==> src/rtl/vref_ramp_pkg.sv <==
package vref_ramp_pkg;

  typedef enum logic [1:0] {
    ST_OFF  = 2'd0,
    ST_RAMP = 2'd1,
    ST_HOLD = 2'd2
  } ramp_st_e;

  // Map a 2-bit three-level encoding to a digit 0..2; 11 reads as float.
  function automatic logic [1:0] tri_digit(input logic [1:0] enc);
    case (enc)
      2'b00:   return 2'd0;
      2'b10:   return 2'd2;
      default: return 2'd1;
    endcase
  endfunction

  // Setpoint codes in 2.5 mV units, indexed by 3*major+minor.
  function automatic logic [9:0] base_code(input logic [3:0] idx);
    case (idx)
      4'd0:    return 10'd240;
      4'd1:    return 10'd300;
      4'd2:    return 10'd360;
      4'd3:    return 10'd400;
      4'd4:    return 10'd420;
      4'd5:    return 10'd440;
      4'd6:    return 10'd480;
      4'd7:    return 10'd600;
      default: return 10'd720;
    endcase
  endfunction

endpackage

==> src/rtl/vref_target.sv <==
module vref_target #(
  parameter int CODE_W     = 10,
  parameter int PCT_NARROW = 5,
  parameter int PCT_WIDE   = 10
) (
  input  logic [1:0]        sel_major,
  input  logic [1:0]        sel_minor,
  input  logic [1:0]        mrg_mode,
  input  logic              mrg_wide,
  output logic [CODE_W-1:0] tgt
);
  import vref_ramp_pkg::*;

  localparam int PROD_W = CODE_W + 8;
  localparam logic [PROD_W-1:0] PN   = PROD_W'(PCT_NARROW);
  localparam logic [PROD_W-1:0] PW   = PROD_W'(PCT_WIDE);
  localparam logic [PROD_W-1:0] MAXC = PROD_W'((1 << CODE_W) - 1);

  logic [3:0]        idx;
  logic [PROD_W-1:0] base, prod, delta, sum;

  always_comb begin
    idx   = {2'b00, tri_digit(sel_major)} * 4'd3 + {2'b00, tri_digit(sel_minor)};
    base  = PROD_W'(base_code(idx));
    prod  = base * (mrg_wide ? PW : PN);
    delta = prod / PROD_W'(100);
    case (mrg_mode)
      2'b01:   sum = base + delta;
      2'b10:   sum = (delta > base) ? '0 : base - delta;
      default: sum = base;
    endcase
    if (sum > MAXC) sum = MAXC;
    tgt = sum[CODE_W-1:0];
  end

endmodule

==> src/rtl/vref_tick.sv <==
module vref_tick #(
  parameter int TICK_CYC = 100
) (
  input  logic clk,
  input  logic rst_n,
  input  logic clr,
  output logic tick
);
  localparam int CW = (TICK_CYC > 1) ? $clog2(TICK_CYC) : 1;
  localparam logic [CW-1:0] LAST = CW'(TICK_CYC - 1);

  logic [CW-1:0] cnt;

  assign tick = (cnt == LAST);

  always_ff @(posedge clk or negedge rst_n) begin
    if (!rst_n)            cnt <= '0;
    else if (clr || tick)  cnt <= '0;
    else                   cnt <= cnt + 1'b1;
  end

endmodule

==> src/rtl/vref_slew.sv <==
module vref_slew #(
  parameter int CODE_W = 10
) (
  input  logic              clk,
  input  logic              rst_n,
  input  logic              run,
  input  logic              tick,
  input  logic [CODE_W-1:0] live_tgt,
  output logic [CODE_W-1:0] code,
  output logic              hold,
  output logic              off
);
  import vref_ramp_pkg::*;

  localparam logic [CODE_W-1:0] ONE = CODE_W'(1);

  ramp_st_e          st;
  logic [CODE_W-1:0] tgt_q;
  logic [CODE_W-1:0] up, dn;

  assign up   = code + ONE;
  assign dn   = code - ONE;
  assign hold = (st == ST_HOLD);
  assign off  = (st == ST_OFF);

  always_ff @(posedge clk or negedge rst_n) begin
    if (!rst_n) begin
      st    <= ST_OFF;
      code  <= '0;
      tgt_q <= '0;
    end else if (!run) begin
      st    <= ST_OFF;
      code  <= '0;
      tgt_q <= '0;
    end else begin
      case (st)
        ST_OFF: begin
          tgt_q <= live_tgt;
          st    <= ST_RAMP;
        end
        ST_RAMP: begin
          if (code == tgt_q) begin
            st <= ST_HOLD;
          end else if (tick) begin
            code <= up;
            if (up == tgt_q) st <= ST_HOLD;
          end
        end
        default: begin
          tgt_q <= live_tgt;
          if (tick) begin
            if (code < tgt_q)      code <= up;
            else if (code > tgt_q) code <= dn;
          end
        end
      endcase
    end
  end

endmodule

==> src/rtl/vref_ramp_ctrl.sv <==
module vref_ramp_ctrl #(
  parameter int CODE_W         = 10,
  parameter int TICK_CYC       = 100,
  parameter int MRG_PCT_NARROW = 5,
  parameter int MRG_PCT_WIDE   = 10
) (
  input  logic              clk,
  input  logic              rst_n,
  input  logic              logic_sup_ok,
  input  logic              power_sup_ok,
  input  logic              en,
  input  logic [1:0]        sel_major,
  input  logic [1:0]        sel_minor,
  input  logic [1:0]        mrg_mode,
  input  logic              mrg_wide,
  output logic [CODE_W-1:0] ref_code,
  output logic              pgood
);
  logic              run, tick, hold, off;
  logic [CODE_W-1:0] live_tgt;

  assign run = logic_sup_ok && power_sup_ok && en;

  vref_target #(
    .CODE_W(CODE_W), .PCT_NARROW(MRG_PCT_NARROW), .PCT_WIDE(MRG_PCT_WIDE)
  ) u_target (
    .sel_major(sel_major), .sel_minor(sel_minor),
    .mrg_mode(mrg_mode), .mrg_wide(mrg_wide), .tgt(live_tgt)
  );

  vref_tick #(.TICK_CYC(TICK_CYC)) u_tick (
    .clk(clk), .rst_n(rst_n), .clr(off), .tick(tick)
  );

  vref_slew #(.CODE_W(CODE_W)) u_slew (
    .clk(clk), .rst_n(rst_n), .run(run), .tick(tick), .live_tgt(live_tgt),
    .code(ref_code), .hold(hold), .off(off)
  );

  assign pgood = hold && run;

endmodule

==> config.mk <==
export PLATFORM = sky130hd
export DESIGN_NAME = vref_ramp_ctrl
export DESIGN_NICKNAME = d
export VERILOG_FILES = /design/src/rtl/vref_ramp_pkg.sv /design/src/rtl/vref_target.sv /design/src/rtl/vref_tick.sv /design/src/rtl/vref_slew.sv /design/src/rtl/vref_ramp_ctrl.sv
export SDC_FILE = /design/constraint.sdc
export NUM_CORES = 1
export LEC_CHECK = 0
export ABC_CLOCK_PERIOD_IN_PS = 3200
export BUFFER_PORTS_ARGS = -buffer_cell sky130_fd_sc_hd__buf_2
export CORE_ASPECT_RATIO = 0.5
export CORE_MARGIN = 8
export CORE_UTILIZATION = 49
export CTS_CLUSTER_SIZE = 14
export DETAILED_ROUTE_END_ITERATION = 8
export PLACE_DENSITY = 0.69
export SYNTH_ARGS = -nofsm -noshare
export SYNTH_HDL_FRONTEND = slang
export SYNTH_SLANG_ARGS = --single-unit
==> constraint.sdc <==
create_clock -name clk -period 3.2 [get_ports clk]
set_input_delay 0.32 -clock clk [delete_from_list [all_inputs] [get_ports clk]]
set_output_delay 0.32 -clock clk [all_outputs]
set_load 0.01 [all_outputs]
== Word level (Yosys, flattened, before mapping) ==
Memories as Yosys holds them, arrays and structs flattened.
Cells that the tools add are included.
Word-level totals
  bits in registers: 29
  bits in read-only memories: 64
  bits of input ports: 12
  output and inout bits: 11
  logic and storage cells: 66
  memories kept: 1
Memories
  (no name shown): words 8, width 8, read ports 1, clocked after memory_dff 0, write ports 0, line vref_ramp_pkg.sv:20  | case (idx)
Cells by class
  $add $sub $neg: 6
  $mul: 2
  div/mod/pow operators: 1
  magnitude comparators: 4
  equal/unequal tests: 17
  mux-type cells: 22
  reductions and logical operators: 9
Operators with widths (count)
  two-way mux 10 bit: 10
  case mux 18 bit (2 select lines): 1
  equality test 10 bit: 2
  case mux 10 bit (2 select lines): 1
  adder 10 x 18 -> 18 bit: 1
  divider 18 x 7 -> 18 bit, second input constant: 1
  greater-than comparator 18 x 10 -> 1 bit: 1
  greater-than comparator 18 x 10 -> 1 bit, second input constant: 1
  multiplier 10 x 18 -> 18 bit: 1
  two-way mux 18 bit: 1
  subtractor 10 x 18 -> 18 bit: 1
  case mux 2 bit (2 select lines): 3
  adder 10 x 1 -> 10 bit, second input constant: 1
  greater-than comparator 10 bit: 1
  < comparator 10 bit: 1
  subtractor 10 x 1 -> 10 bit, second input constant: 1
  equality test 2 bit, second input constant: 4
  two-way mux 2 bit: 4
  adder 7 x 1 -> 7 bit, second input constant: 1
  equality test 7 bit, second input constant: 1
  two-way mux 7 bit: 1
  logical NOT 2 bit: 3
  adder 4 x 2 -> 4 bit: 1
  equality test 2 x 1 -> 1 bit, second input constant: 2
  13 further kinds: 16

== Depth between registers and ports, before layout ==
Gate-level depths: netlist of the first run.
An unclocked memory read counts as a cell.
  depth in word-level cells: 15
  mapped depth: 67

== Hierarchy ==
Synthesis of the first run repeated with hierarchy kept, for this count alone.
Second synthesis, totals
  cells, all modules: 916
  area total of the unflattened synthesis: 6751.5 sq um
Modules (own cells, without submodules)
  vref_target: instances 1, cells each 642, area each 4481.8 sq um, sequential area each 0.0 sq um
  vref_slew: instances 1, cells each 241, area each 1934.4 sq um, sequential area each 550.5 sq um
  vref_tick: instances 1, cells each 31, area each 319.1 sq um, sequential area each 175.2 sq um
  vref_ramp_ctrl: instances 1, cells each 2, area each 16.3 sq um, sequential area each 0.0 sq um

== Worst setup path before layout of the first run ==
OpenSTA, ideal clock, no wires.
  kind: input port to flip-flop
  from: input sel_major[0]
  to: register u_slew.tgt_q[1]
  setup time: 0.094 ns
  data arrival time: 12.332 ns
  path slack: -9.225 ns
  stages: 57
  path buffers: 3
  path through: or2_2 ha_1 ha_1 fa_1 clkbuf_1 mux2i_1 nor2_1 a21o_1 ha_1 inv_1 fa_1 inv_1 ha_1 a21o_1 o211a_1 o311a_1 and3_4 buf_4 (+21 left out) a22oi_1 o21a_1 nor3_1 ha_1 a21oi_1 o21bai_1 a21oi_1 o21bai_1 a21oi_1 nor2_1 nor2_1 nor2_1 o31a_1 inv_1 or4_1 a211oi_2 o21bai_2 a221oi_2
Between the ends
  word-level cells in the longest chain between the ends: 15
Ends and longest elaborated chain
  start, declared: line vref_ramp_ctrl.sv:12  | input logic [1:0] sel_major,
  equality test 2 bit / logical NOT 2 bit (equally long branches): line vref_ramp_pkg.sv:11  | case (enc)
  case mux 2 bit (2 select lines) *: line vref_ramp_pkg.sv:11
  multiplier 2 x 2 -> 4 bit *: line vref_target.sv:23  | idx = {2'b00, tri_digit(sel_major)} * 4'd3 + {2'b00, tri_digit(sel_minor)};
  adder 4 x 2 -> 4 bit *: line vref_target.sv:23
  memory read (8 x 8 bit)
  two-way mux 10 bit *: line vref_ramp_pkg.sv:20
  multiplier 10 x 18 -> 18 bit: line vref_target.sv:25  | prod = base * (mrg_wide ? PW : PN);
  divider 18 x 7 -> 18 bit: line vref_target.sv:26  | delta = prod / PROD_W'(100);
  subtractor 10 x 18 -> 18 bit / greater-than comparator 18 x 10 -> 1 bit (equally long branches): line vref_target.sv:29  | 2'b10: sum = (delta > base) ? '0 : base - delta;
  two-way mux 18 bit: line vref_target.sv:29
  case mux 18 bit (2 select lines) *: line vref_target.sv:27  | case (mrg_mode)
  greater-than comparator 18 x 10 -> 1 bit: line vref_target.sv:32  | if (sum > MAXC) sum = MAXC;
  two-way mux 10 bit *: line vref_target.sv:32
  two-way mux 10 bit *: line vref_slew.sv:36  | case (st)
  two-way mux 10 bit *: line vref_slew.sv:31  | end else if (!run) begin
  end signal, assigned: line vref_slew.sv:38  | tgt_q <= live_tgt;
  end signal, assigned: line vref_slew.sv:50  | tgt_q <= live_tgt;
  end, declared: line vref_slew.sv:18  | logic [CODE_W-1:0] tgt_q;
Every way passes the cells marked *; elsewhere a longest branch is shown, timed or not. The select of a mux whose other input is x is not followed.
A chain may end at the register's enable or synchronous reset.

== Worst setup path in the final report of the first run ==
  from: input sel_major[1]
  to: register u_slew.tgt_q[1]
The elaborated chain is that of the path after synthesis.

==> flow_summary.ini, run 1 <==
[worst_hold_path]
min_path_type = in -> async

[sta]
maxSlewViolCount = 0
slew_headroom_pct = 57.7
max_slew.worst_pin.slew_ns = 0.635
timing.fmax_mhz = 82.7
setup_slack_ns = -8.89
finalHoldViolations = 0
rsz0062_at_grt = true
period_needed_ns = 12.09
hold_ws_ns = 0.0554
setup_viol = 10
timing.final.crit_share_pct = 378
clock_skew_ns = 0.00590

[layout]
fin_area_um2 = 10000
syn_to_final_growth_pct = 53.3
seq_area_um2 = 727
fillers = 873
drive_above_1_share_pct = 42.9
insertedDiodeCount = 0
instances_no_fill = 1360
fin_nets = 1266
multi_input_area_um2 = 6100

[synth]
synth_area_leaders = dfrtp_1, ha_1, a21oi_1
syn_area_per_cell_um2 = 7.45
synth_cell_types = 104
synthCells = 877
synth_top_area_share_pct = 11.1
yosysMostFrequentCell = nor2_1
synth-edff-count = 0
synth.largest_area_cell = dfrtp_1
async_flop_share_pct = 100
ys.flop_type = dfrtp_1
syn_area_um2 = 6530
yosys_warnings = 0
ys_ff_latch = 29
synth_commonest_cells = nor2_1, nand2_1, a21oi_1
yosysSeqAreaShare_pct = 11.1

[critical_path]
crit_arrival_ns = 12.26
crit_path_end_kind = flip-flop
cp-start-kind = input port
crit_family = compound AO/OA/AOI/OAI gates
path_buf_inv = 9
crit_required_ns = 3.38
slowest_delay_ns = 0.65
cp_slowest_cell = fa_2
worst-path-max-fanout = 7
crit_type = in -> reg

[die]
num_io_pins = 23
die_h_um = 97.6
initial_utilization_pct = 50.9
die_w_um = 179
rows = 29
die-area_um2 = 17500
core_area_um2 = 12800

[detailed_routing]
ant_nets = 0
viasPerCell = 5.92
drcViolationCount = 0
num_vias = 8056
drt_iter0_drc = 591
dr.pass1.iters = 4
wirelength_mm = 23.4
post_drt_wl_per_cell_um = 17.2

[global_route]
gr-usage-all-layers_pct = 25.5
antenna_found_initial = 0
first_global_vias = 7845
grt_pass1_wl_mm = 37.5
grt-ovfl-total = 0
grt_max_degree = 30

[clock_tree]
cts_tree = built
ctsHoldBuffers = 0
clk_pin_slew_ns = 0.05
h-tree-depth = 2
root_buffer = clkbuf_16
clkLatencyLatePin_ns = 0.28
cts.sinks = 29
cts_buffer_depth = 2
numCtsBuffers = 5

[run_status]
status = finished with violations
violations = setup timing

[placement]
dp.cells = 1314
finalWeightedCongestion = 0.921
placed_area_um2 = 9090
dp_hpwl_mm = 17.5
io_buffer_count = 22

[job]
maxCapViolCount = 0
-- placed cells by master (no fill, tap or decap), types with 7 or more instances in the layout --
master,n
a211oi_2,7
a21o_1,12
a21oi_1,55
a21oi_2,9
a22oi_1,7
a31oi_1,12
and2_1,11
and3_1,13
buf_2,20
buf_4,307
buf_6,12
dfrtp_1,28
ha_1,52
inv_1,46
inv_2,11
mux2i_1,9
nand2_1,63
nand2b_1,14
nand3_1,23
nand4_1,8
nor2_1,69
nor2b_1,13
nor3_1,22
o211ai_1,16
o21a_1,8
o21ai_0,29
o21ai_1,12
or2_2,11
or3_1,10
xnor2_1,32
xor2_1,18
-- cells by family (layout without fill, tap and decap cells) --
logic type                 Yosys count  count (layout)  synth area share (%)
adders and majority gates           66              66                  13.2
AOI/OAI and AO/OA                  289             290                  33.2
DFF                                 29              29                  11.1
buffers and inverters               96             407                  5.94
muxes                               20              20                  3.45
other                                2               3                 0.115
and+or+nand+nor                    318             318                  25.0
xor gates and xnor gates            57              57                  7.99
-- timing repair --
item,in CTS,in global routing
gates cloned,0,1
endpoints found under the setup margin,10,20
buffers inserted,20,22
pin swaps,38,58
resized for setup,40,61
-- final cells by class --
type | instances | area share, %
flip-flops and latches | 29 | 7.26
clock buffers | 5 | 1.25
clock inverters | 1 | 0.0500
well taps | 170 | 2.12
repair buffers | 343 | 26.2
multi-input cells | 754 | 61.0
inverters | 58 | 2.17
-- metal layers --
| layer | GRT usage, % | share of wire, % | up-vias | routed length (µm) |
|---|---|---|---|---|
| met2 | 43.9 | 47 | 246 | 11000 |
| met4 | 8.84 | 3.1 | 0 | 714 |
| li1 | - | - | 3903 | - |
| met3 | 1.59 | 3.9 | 68 | 918 |
| met1 | 33.0 | 46 | 3839 | 10700 |
| met5 | 0 | 0 | - | 0 |
-- sequential cells by signal, indices dropped and copies added, names as in the netlist --
signal / flops
u_tick.cnt: 7
u_slew.st: 2
u_slew.tgt_q: 10
u_slew.code: 10
-- per-stage QoR --
| step | worst slack [ns] | TNS, ns | utilization, % |
|---|---|---|---|
| floorplan | -8.55 | -84.54 | - |
| detailed placement | -9.45 | -93.56 | 70.8 |
| global placement | -9.16 | -90.69 | 70.8 |
| finish | -8.89 | -88.01 | 77.9 |
| CTS | -8.57 | -85.11 | 74.4 |
| global route | -9.26 | -91.99 | 77.9 |
-- worst paths after layout --
kind,end,depth (start not counted),slack [ns],from
setup / recovery,u_slew.tgt_q[1],61,-8.89,sel_major[1]
hold / removal,u_slew.code[4],1,0.06,rst_n
setup reg to reg,u_slew.code[7],18,0.16,u_slew.tgt_q[1]
hold reg to reg,u_tick.cnt[0],1,0.47,u_tick.cnt[0]
max in group asynchronous,u_slew.code[0],1,2.68,rst_n
min in group clk,u_tick.cnt[0],1,0.47,u_tick.cnt[0]
Power of run 1 is left out: the tool's default activity adds up to more than one toggle a clock period on the data nets, which glitch-free logic cannot reach.
==> inputs of run 2 (changes only) <==
SKIP_CTS_REPAIR_TIMING = 1   (was not set)
==> flow_summary.ini, run 2 (synthesis results as in run 1) <==
[sta]
clock_skew_ns = 0.00496
rsz0062_at_grt = true
timing.fmax_mhz = 84.4
maxSlewViolCount = 0
setup_tns_ns = -86.01
period_needed_ns = 11.85
setup_slack_ns = -8.65
slew_headroom_pct = 56.6
finalHoldViolations = 0
max_slew.worst_pin.slew_ns = 0.652
setup_viol = 10
timing.final.crit_share_pct = 370

[die]
die-area_um2 = 17500
num_io_pins = 23
initial_utilization_pct = 50.9
core_area_um2 = 12800
die_w_um = 179
rows = 29
die_h_um = 97.6

[critical_path]
crit_type = in -> reg
slowest_delay_ns = 0.63
crit_family = compound AO/OA/AOI/OAI gates
cp-start-kind = input port
cp_common_cell = buf_4
crit_required_ns = 3.38
crit_path_end_kind = flip-flop
worst-path-max-fanout = 7
crit_arrival_ns = 12.03
path_buf_inv = 10
cp_slowest_cell = fa_2

[layout]
final_cell_mix = buf_4, nor2_1, nand2_1, a21oi_1, ha_1
drive_above_1_share_pct = 44.6
top_regs = u_slew.code x10, u_slew.tgt_q x10, u_tick.cnt x7
utilization_pct = 79.1
fin_nets = 1268
mostFrequentLayoutCell = buf_4
syn_to_final_growth_pct = 55.5
insertedDiodeCount = 0

[run_status]
violations = setup timing
status = finished with violations

[global_route]
antenna_found_initial = 0
grt_max_degree = 30
grt_pass1_wl_mm = 36.0
grt-ovfl-total = 0
first_global_vias = 7579
gr-usage-all-layers_pct = 24.2

[detailed_routing]
ant_nets = 0
viasPerCell = 5.98
drt_iter0_drc = 610
dr.pass1.iters = 7
wirelength_mm = 24.1
num_vias = 8138
post_drt_wl_per_cell_um = 17.7
drcViolationCount = 0

[placement]
dp_hpwl_mm = 17.5
finalWeightedCongestion = 0.921
io_buffer_count = 22

[clock_tree]
numCtsBuffers = 5
clkLatencyLatePin_ns = 0.27
root_buffer = clkbuf_16
cts_buffer_depth = 2
h-tree-depth = 2
cts_tree = built
cts.sinks = 29
clk_pin_slew_ns = 0.05

[worst_hold_path]
min_path_type = in -> async

[job]
maxCapViolCount = 0
[run 2: cell types whose count changed in the layout (fill, tap and decap cells not counted), sizes merged]
cell,previous run,this run
buf,343,345
[run 2: cell type report]
type                    instances  area, µm²
multi-input cells             754       6250
clock inverters                 1       5.00
flip-flops and latches         29        727
repair buffers                345       2620
inverters                      58        220
well taps                     170        213
clock buffers                   5        125
fillers                       811       2680
[run 2: metrics by stage]
step | hold slack, ns | instances | setup WS (ns) | area, µm²
CTS | 0.0932 | 1320 | -9.19 | 9220
finish | 0.0647 | 1362 | -8.65 | 10200
global placement | 0.374 | 1314 | -9.16 | 9090
global route | 0.110 | 1362 | -9.02 | 10200
floorplan | 0.0244 | 878 | -8.55 | 6820
detailed placement | 0.383 | 1314 | -9.45 | 9090
[run 2: worst register-to-register path, cell delays in order (launching register included)]
cell and delay, ns:
dfrtp_1 0.37, inv_2 0.06, ha_1 0.28, nor2b_1 0.14, o21ai_1 0.11, nand2b_1 0.10
a21oi_2 0.17, nor2b_1 0.06, o21ai_1 0.13, nand2b_1 0.08, a21oi_2 0.13, nor2b_1 0.05
o21ai_1 0.11, nand2b_1 0.11, a21oi_2 0.20, nand2b_4 0.17, buf_12 0.13, a21oi_1 0.10
or3_4 0.33, a21oi_1 0.14
[run 2: worst paths after layout]
path,cells after the start,end,from,slack (ns)
worst min-delay path,1,u_slew.code[4],rst_n,0.06
max in group asynchronous,1,u_slew.code[0],rst_n,2.66
worst max-delay path,60,u_slew.tgt_q[1],sel_major[0],-8.65
worst max register to register,19,u_slew.code[8],u_slew.tgt_q[1],0.14
worst min register to register,1,u_tick.cnt[0],u_tick.cnt[0],0.47
min in group clk,1,u_tick.cnt[0],u_tick.cnt[0],0.47
[run 2: layer usage]
| layer | vias to the layer above | GRT usage [%] | part of all wire, % | routed length, µm |
|---|---|---|---|---|
| met5 | - | 0 | 0 | 0 |
| met4 | 0 | 5.98 | 2.4 | 588 |
| met3 | 55 | 1.32 | 5.4 | 1310 |
| met2 | 298 | 41.8 | 48 | 11600 |
| met1 | 3895 | 32.3 | 44 | 10600 |
| li1 | 3890 | - | - | - |
Power of run 2 is left out for the same reason.
